--- src/rtl/par_bridge_pkg.sv ---
package par_bridge_pkg;
   // Transfer mode decoded from the two active-low enables {en_a_n, en_b_n}
   typedef enum logic [1:0] {
      XM_DIAG = 2'b00,   // both enabled: toward B with inverted parity
      XM_A2B  = 2'b10,   // only B drivers enabled
      XM_B2A  = 2'b01,   // only A drivers enabled
      XM_ISOL = 2'b11    // neither enabled
   } xfer_mode_e;
endpackage

--- src/rtl/par_xor_tree.sv ---
module par_xor_tree #(
   parameter int W      = 8,
   parameter bit SERIAL = 1'b0
) (
   input  logic [W-1:0] vec,
   output logic         odd
);
   if (W < 1) begin : g_bad_w
      $error("par_xor_tree: W must be at least 1");
   end

   if (SERIAL) begin : g_serial
      // Ripple form: one gate per bit, smallest area
      always_comb begin
         odd = 1'b0;
         for (int i = 0; i < W; i++) odd = odd ^ vec[i];
      end
   end else begin : g_reduce
      // Reduction form: synthesis balances it into a log-depth tree
      assign odd = ^vec;
   end
endmodule

--- src/rtl/par_mode_dec.sv ---
module par_mode_dec
   import par_bridge_pkg::*;
(
   input  logic       en_a_n,
   input  logic       en_b_n,
   output xfer_mode_e mode,
   output logic       a_oe,
   output logic       b_oe
);
   always_comb begin
      mode = xfer_mode_e'({en_a_n, en_b_n});
      // Diagnostic mode keeps A released even though en_a_n is low
      a_oe = (mode == XM_B2A);
      b_oe = (mode == XM_A2B) || (mode == XM_DIAG);
   end
endmodule

--- src/rtl/par_err_reg.sv ---
module par_err_reg (
   input  logic clk,
   input  logic clr_n,
   input  logic flag_d,
   output logic flag_q
);
   // Clear is asynchronous and wins over the clock
   always_ff @(posedge clk or negedge clr_n) begin
      if (!clr_n) flag_q <= 1'b0;
      else        flag_q <= flag_d;
   end
endmodule

--- src/rtl/par_bridge.sv ---
module par_bridge
   import par_bridge_pkg::*;
#(
   parameter int DATA_W     = 8,
   parameter bit PAR_SERIAL = 1'b0
) (
   input  logic              clk,
   input  logic              clr_n,
   input  logic              en_a_n,
   input  logic              en_b_n,
   input  logic [DATA_W-1:0] a_in,
   output logic [DATA_W-1:0] a_out,
   output logic              a_oe,
   input  logic [DATA_W-1:0] b_in,
   output logic [DATA_W-1:0] b_out,
   output logic              b_oe,
   input  logic              par_in,
   output logic              par_out,
   output logic              par_oe,
   output logic              err_n,
   output logic              err_drv
);
   localparam int CHK_W = DATA_W + 1;

   if (DATA_W < 2) begin : g_bad_width
      $error("par_bridge: DATA_W must be at least 2");
   end

   xfer_mode_e mode;
   logic       b_side_oe;
   logic       gen_odd;    // odd count of ones in the driven B data
   logic       chk_odd;    // odd count of ones in sensed B data plus parity
   logic       a_odd;      // odd count of ones in sensed A data
   logic       flag_d;
   logic       flag_q;

   par_mode_dec u_dec (
      .en_a_n (en_a_n),
      .en_b_n (en_b_n),
      .mode   (mode),
      .a_oe   (a_oe),
      .b_oe   (b_side_oe)
   );

   // Inverting data paths, both always computed; enables gate the pins
   assign b_out = ~a_in;
   assign a_out = ~b_in;
   assign b_oe   = b_side_oe;
   assign par_oe = b_side_oe;

   par_xor_tree #(.W(DATA_W), .SERIAL(PAR_SERIAL)) u_gen (
      .vec (b_out),
      .odd (gen_odd)
   );

   par_xor_tree #(.W(CHK_W), .SERIAL(PAR_SERIAL)) u_chk (
      .vec ({b_in, par_in}),
      .odd (chk_odd)
   );

   par_xor_tree #(.W(DATA_W), .SERIAL(PAR_SERIAL)) u_aiso (
      .vec (a_in),
      .odd (a_odd)
   );

   // Odd parity over the driven word; flipped in diagnostic mode
   assign par_out = (mode == XM_DIAG) ? gen_odd : ~gen_odd;

   always_comb begin
      unique case (mode)
         XM_A2B:  flag_d = 1'b0;
         XM_DIAG: flag_d = 1'b1;
         XM_B2A:  flag_d = ~chk_odd;
         XM_ISOL: flag_d = a_odd;
         default: flag_d = 1'b0;
      endcase
   end

   par_err_reg u_flag (
      .clk    (clk),
      .clr_n  (clr_n),
      .flag_d (flag_d),
      .flag_q (flag_q)
   );

   assign err_n   = ~flag_q;
   assign err_drv = flag_q;
endmodule

--- config.mk ---
export PLATFORM = sky130hd
export DESIGN_NAME = par_bridge
export DESIGN_NICKNAME = d
export VERILOG_FILES = /design/src/rtl/par_bridge_pkg.sv /design/src/rtl/par_xor_tree.sv /design/src/rtl/par_mode_dec.sv /design/src/rtl/par_err_reg.sv /design/src/rtl/par_bridge.sv
export SDC_FILE = /design/constraint.sdc
export NUM_CORES = 1
export LEC_CHECK = 0
export BUFFER_PORTS_ARGS = -buffer_cell sky130_fd_sc_hd__buf_2
export CAP_MARGIN = 20
export CORE_AREA = 4 4 41 43
export CTS_CLUSTER_DIAMETER = 40
export DETAILED_ROUTE_END_ITERATION = 8
export DIE_AREA = 0 0 45 47
export SKIP_LAST_GASP = 1
export SLEW_MARGIN = 20
export SYNTH_ARGS = -nofsm -noshare
export SYNTH_HDL_FRONTEND = slang
export SYNTH_SLANG_ARGS = --single-unit
--- constraint.sdc ---
create_clock -name clk -period 2.2 [get_ports clk]
set_input_delay 0.22 -clock clk [delete_from_list [all_inputs] [get_ports clk]]
set_output_delay 0.22 -clock clk [all_outputs]
set_load 0.05 [all_outputs]
After elaboration in Yosys (flattened, before gate mapping)
Cells that the tools add are included.
W data, S select, Z words.
{ "op_classes": {"eq_ne": 3, "mux": 2, "bitwise": 5, "n_reduce_logical": 5} }
{ "op_table": {"columns": ["op", "n"], "rows": [
  ["$not A8 Y8", 2],
  ["$reduce_xor A8 Y1", 2],
  ["$reduce_xor A9 Y1", 1],
  ["$eq A2 B2 Y1 const B", 2],
  ["$pmux W1 S4", 1],
  ["$not A1 Y1", 3],
  ["$eq A2 B1 Y1 const B", 1],
  ["$logic_not A2 Y1", 1],
  ["$logic_or A1 B1 Y1", 1],
  ["$mux W1", 1]
]} }
{ "totals": {"reg_bits": 1, "inputBits": 21, "output_inout_bits": 22, "word_cells": 16} }

Longest topological paths before layout
{ "logic_depth": {"depth_word": 4, "mapped_depth": 4} }

Hierarchy
From an unflattened synthesis, not the netlist that was laid out.
{ "unflattened": {"hier_cells": 48, "hier_area_um2": 360.3} }
{ "modules_own_cells": {"columns": ["mod", "n_inst", "cells_per_inst", "area_per_inst_um2"], "rows": [
  ["par_xor_tree at u_aiso ...", 2, 7, 61.3],
  ["par_bridge", 1, 22, 97.6],
  ["par_xor_tree at u_chk", 1, 7, 82.6],
  ["par_mode_dec", 1, 4, 32.5],
  ["par_err_reg", 1, 1, 25.0]
]} }

Worst setup path before layout
No wires, ideal clock.
{ "synth_path": {"kind": "input-to-output", "startpoint": "input a_in[3]", "endpoint": "output par_out", "arrival_time_ns": 1.527, "required_time_ns": 1.980, "path_slack_ns": 0.453, "stages": 4, "path_buffers": 0, "cell_sequence": "xnor2_1 > xnor2_1 > xnor2_1 > xor2_1"} }
{ "synth_between": {"elab_chain_cells": 4} }
{ "synth_rtl": {"columns": ["item", "line_no", "rtl"], "rows": [
  ["start, declared", "par_bridge.sv:11", "input logic [DATA_W-1:0] a_in,"],
  ["$not A8 Y8 (*)", "par_bridge.sv:46", "assign b_out = ~a_in;"],
  ["$reduce_xor A8 Y1 (*)", "par_xor_tree.sv:20", "assign odd = ^vec;"],
  ["$not A1 Y1", "par_bridge.sv:67", "assign par_out = (mode == XM_DIAG) ? gen_odd : ~gen_odd;"],
  ["$mux W1 (*)", "par_bridge.sv:67", null],
  ["end, declared", "par_bridge.sv:18", "output logic par_out,"]
]} }
Mark *: on every way between the ends. The rest lies on a longest branch, timed or not.

Final worst setup path
Ends and elaborated chain as after synthesis.

==> results.py <==
metrics = {
    "status": {
        "status": "finished clean",
    },
    "timing": {
        "fin_ws_ns": 0.653,
        "fmax_mhz": 646,
        "grt_setup_unrepaired": "no",
        "period_minus_slack_ns": 1.55,
        "timing.hold.ws_ns": 0.453,
        "fin_crit_sh": 0.703,
        "worst_slew_pin_slew_ns": 0.260,
        "drv_slew": 0,
        "finalSetupTns_ns": 0,
        "max_slew_margin": 0.826,
        "finalSetupViolCount": 0,
        "final-hold-violation-count": 0,
    },
    "critical_path": {
        "cp_max_fo": 2,
        "crit_slowest_cell": "buf_2",
        "crit_path_frequent_cell": "xnor2_1",
        "criticalPathCategory": "input port to output port",
        "worstPathArrival_ns": 1.33,
        "critPathMaxStageDelay_ns": 0.28,
        "crit_chain": "buf_2, xnor2_1, xnor2_1, xnor2_1, xor2_1, buf_2",
        "end_kind": "output port",
        "required_ns": 1.98,
        "crit_path_start_kind": "input port",
    },
    "finish": {
        "diodes": 0,
        "final_common_cell": "buf_2",
        "finalNonFillerCells": 96,
        "syn2layout_area_growth_pct": 82.2,
        "fin_nets": 104,
        "nFillCells": 149,
        "largest_reg_flops": 1,
        "final_cell_mix": "buf_2, inv_1, xnor2_1",
        "largestRegisters": "u_flag.flag_q: 1 flops",
        "drive_gt1_frac": 0.543,
        "regMostFlops": "u_flag.flag_q",
    },
    "synth": {
        "seq_area_frac_synth": 0.0889,
        "syn_area_per_cell_um2": 7.22,
        "syn_nets": 60,
        "syn_inst": 39,
        "synth-seq-cells": 1,
        "yosys_warnings": 0,
        "synthDistinctLibCells": 10,
        "syn-cell-area_um2": 282,
    },
    "grt": {
        "grt_pass1_vias": 295,
        "grt_antenna_before_repair": 0,
        "grt_overflow_total": 0,
        "track_usage": 0.0625,
        "grt_pass1_wl_mm": 1.06,
        "grt_max_degree": 5,
    },
    "hold_path": {
        "min_path_cells": 2,
        "hold_start": "en_a_n",
        "hold-path-endpoint": "u_flag.flag_q$_DFF_PN0_",
        "worstHoldPathType": "input port to flip-flop",
    },
    "placed_design": {
        "dp_hpwl_um": 696,
        "io_buffers": 42,
        "gp_congestion": 0.641,
        "place_ws_ns": 0.642,
        "dpl.cell_count": 95,
    },
    "drt": {
        "dr_total_vias": 358,
        "drtIter0Drc": 6,
        "antenna_left": 0,
        "drc": 0,
        "avgRoutedWirePerCell_um": 7.51,
        "drtPass1Iterations": 3,
        "avgViaCountPerCell": 3.73,
        "routed_wl_um": 721,
    },
    "die": {
        "die_y_um": 47,
        "coreArea_um2": 1300,
        "rows": 13,
        "die_x_um": 45,
        "initial_core_util": 0.216,
        "die_area_um2": 2120,
        "pin_count": 43,
    },
    "power": {
        "vdd_drop_max_v": 0.000278,
        "leakagePower_uw": 0.000340,
        "cellPowerDensity_nw_per_um2": 585,
        "finalPower_uw": 300,
    },
    "cts": {
        "path_clk_slew_ns": 0,
        "cts-resized-gates": 0,
    },
    "flow_run": {
        "cap_violations": 0,
    },
}
==> final cells by class <==
| type | count | area (µm²) | area share |
|---|---|---|---|
| multi-input combinational | 19 | 181 | 0.354 |
| inverter | 18 | 67.6 | 0.132 |
| sequential | 1 | 25.0 | 0.0488 |
| tap | 15 | 18.8 | 0.0366 |
| timing repair buffer | 43 | 220 | 0.429 |
==> Yosys cell counts (all sizes together) <==
library cell / count / area share
a221oi: 1 / 0.053
nor2b: 1 / 0.022
xnor3: 1 / 0.080
buf: 1 / 0.027
dfrtp: 1 / 0.089
nor2: 2 / 0.027
inv: 18 / 0.24
xor2: 1 / 0.031
xnor2: 13 / 0.43
==> where the power goes <==
group / internal [µW] / total, µW / switching [µW]
clock network: 0 / 0 / 0
logic: 85.6 / 274 / 189
registers: 23.6 / 25.5 / 1.89
==> per-stage QoR <==
step / utilization / instance area, µm²
6_report: 0.394 / 513
5_1_grt: 0.394 / 513
4_1_cts: 0.394 / 513
3_5_place_dp: 0.387 / 503
3_3_place_gp: 0.387 / 503
2_1_floorplan: - / 282
==> kinds of logic after synthesis <==
kind of cell,Yosys count,share of synthesized area
compound gates,1,0.0533
xor+xnor,15,0.542
flops,1,0.0889
simple gates,3,0.0489
buf+inv,19,0.267
==> critical path, delay by kind of cell <==
kind                      cells  cell delay [ns]
buffers and inverters         2             0.39
xor gates and xnor gates      4             0.71
==> how the worst max path moves through the flow <==
stage	to	start	depth (start not counted)	slack (ns)
2_1_floorplan	par_out	a_in[3]	4	0.45
3_3_place_gp	par_out	a_in[3]	6	0.66
3_5_place_dp	par_out	a_in[3]	6	0.64
4_1_cts	par_out	a_in[3]	6	0.64
5_1_grt	par_out	a_in[1]	6	0.53
6_report	par_out	a_in[3]	6	0.65
==> metal layers <==
metal  GRT usage  vias up  wire length, µm
li1            -      187                -
met1      0.0797      139              248
met2       0.124       32              326
met3           0        0              146
met4           0        0                0
met5           0        -                0
==> repair_timing <==
item                                   CTS  global route
hold buffers                             1             0
endpoints found under the hold margin    1             0
setup buffers                            0             0
(Power assumes the default switching activity.)
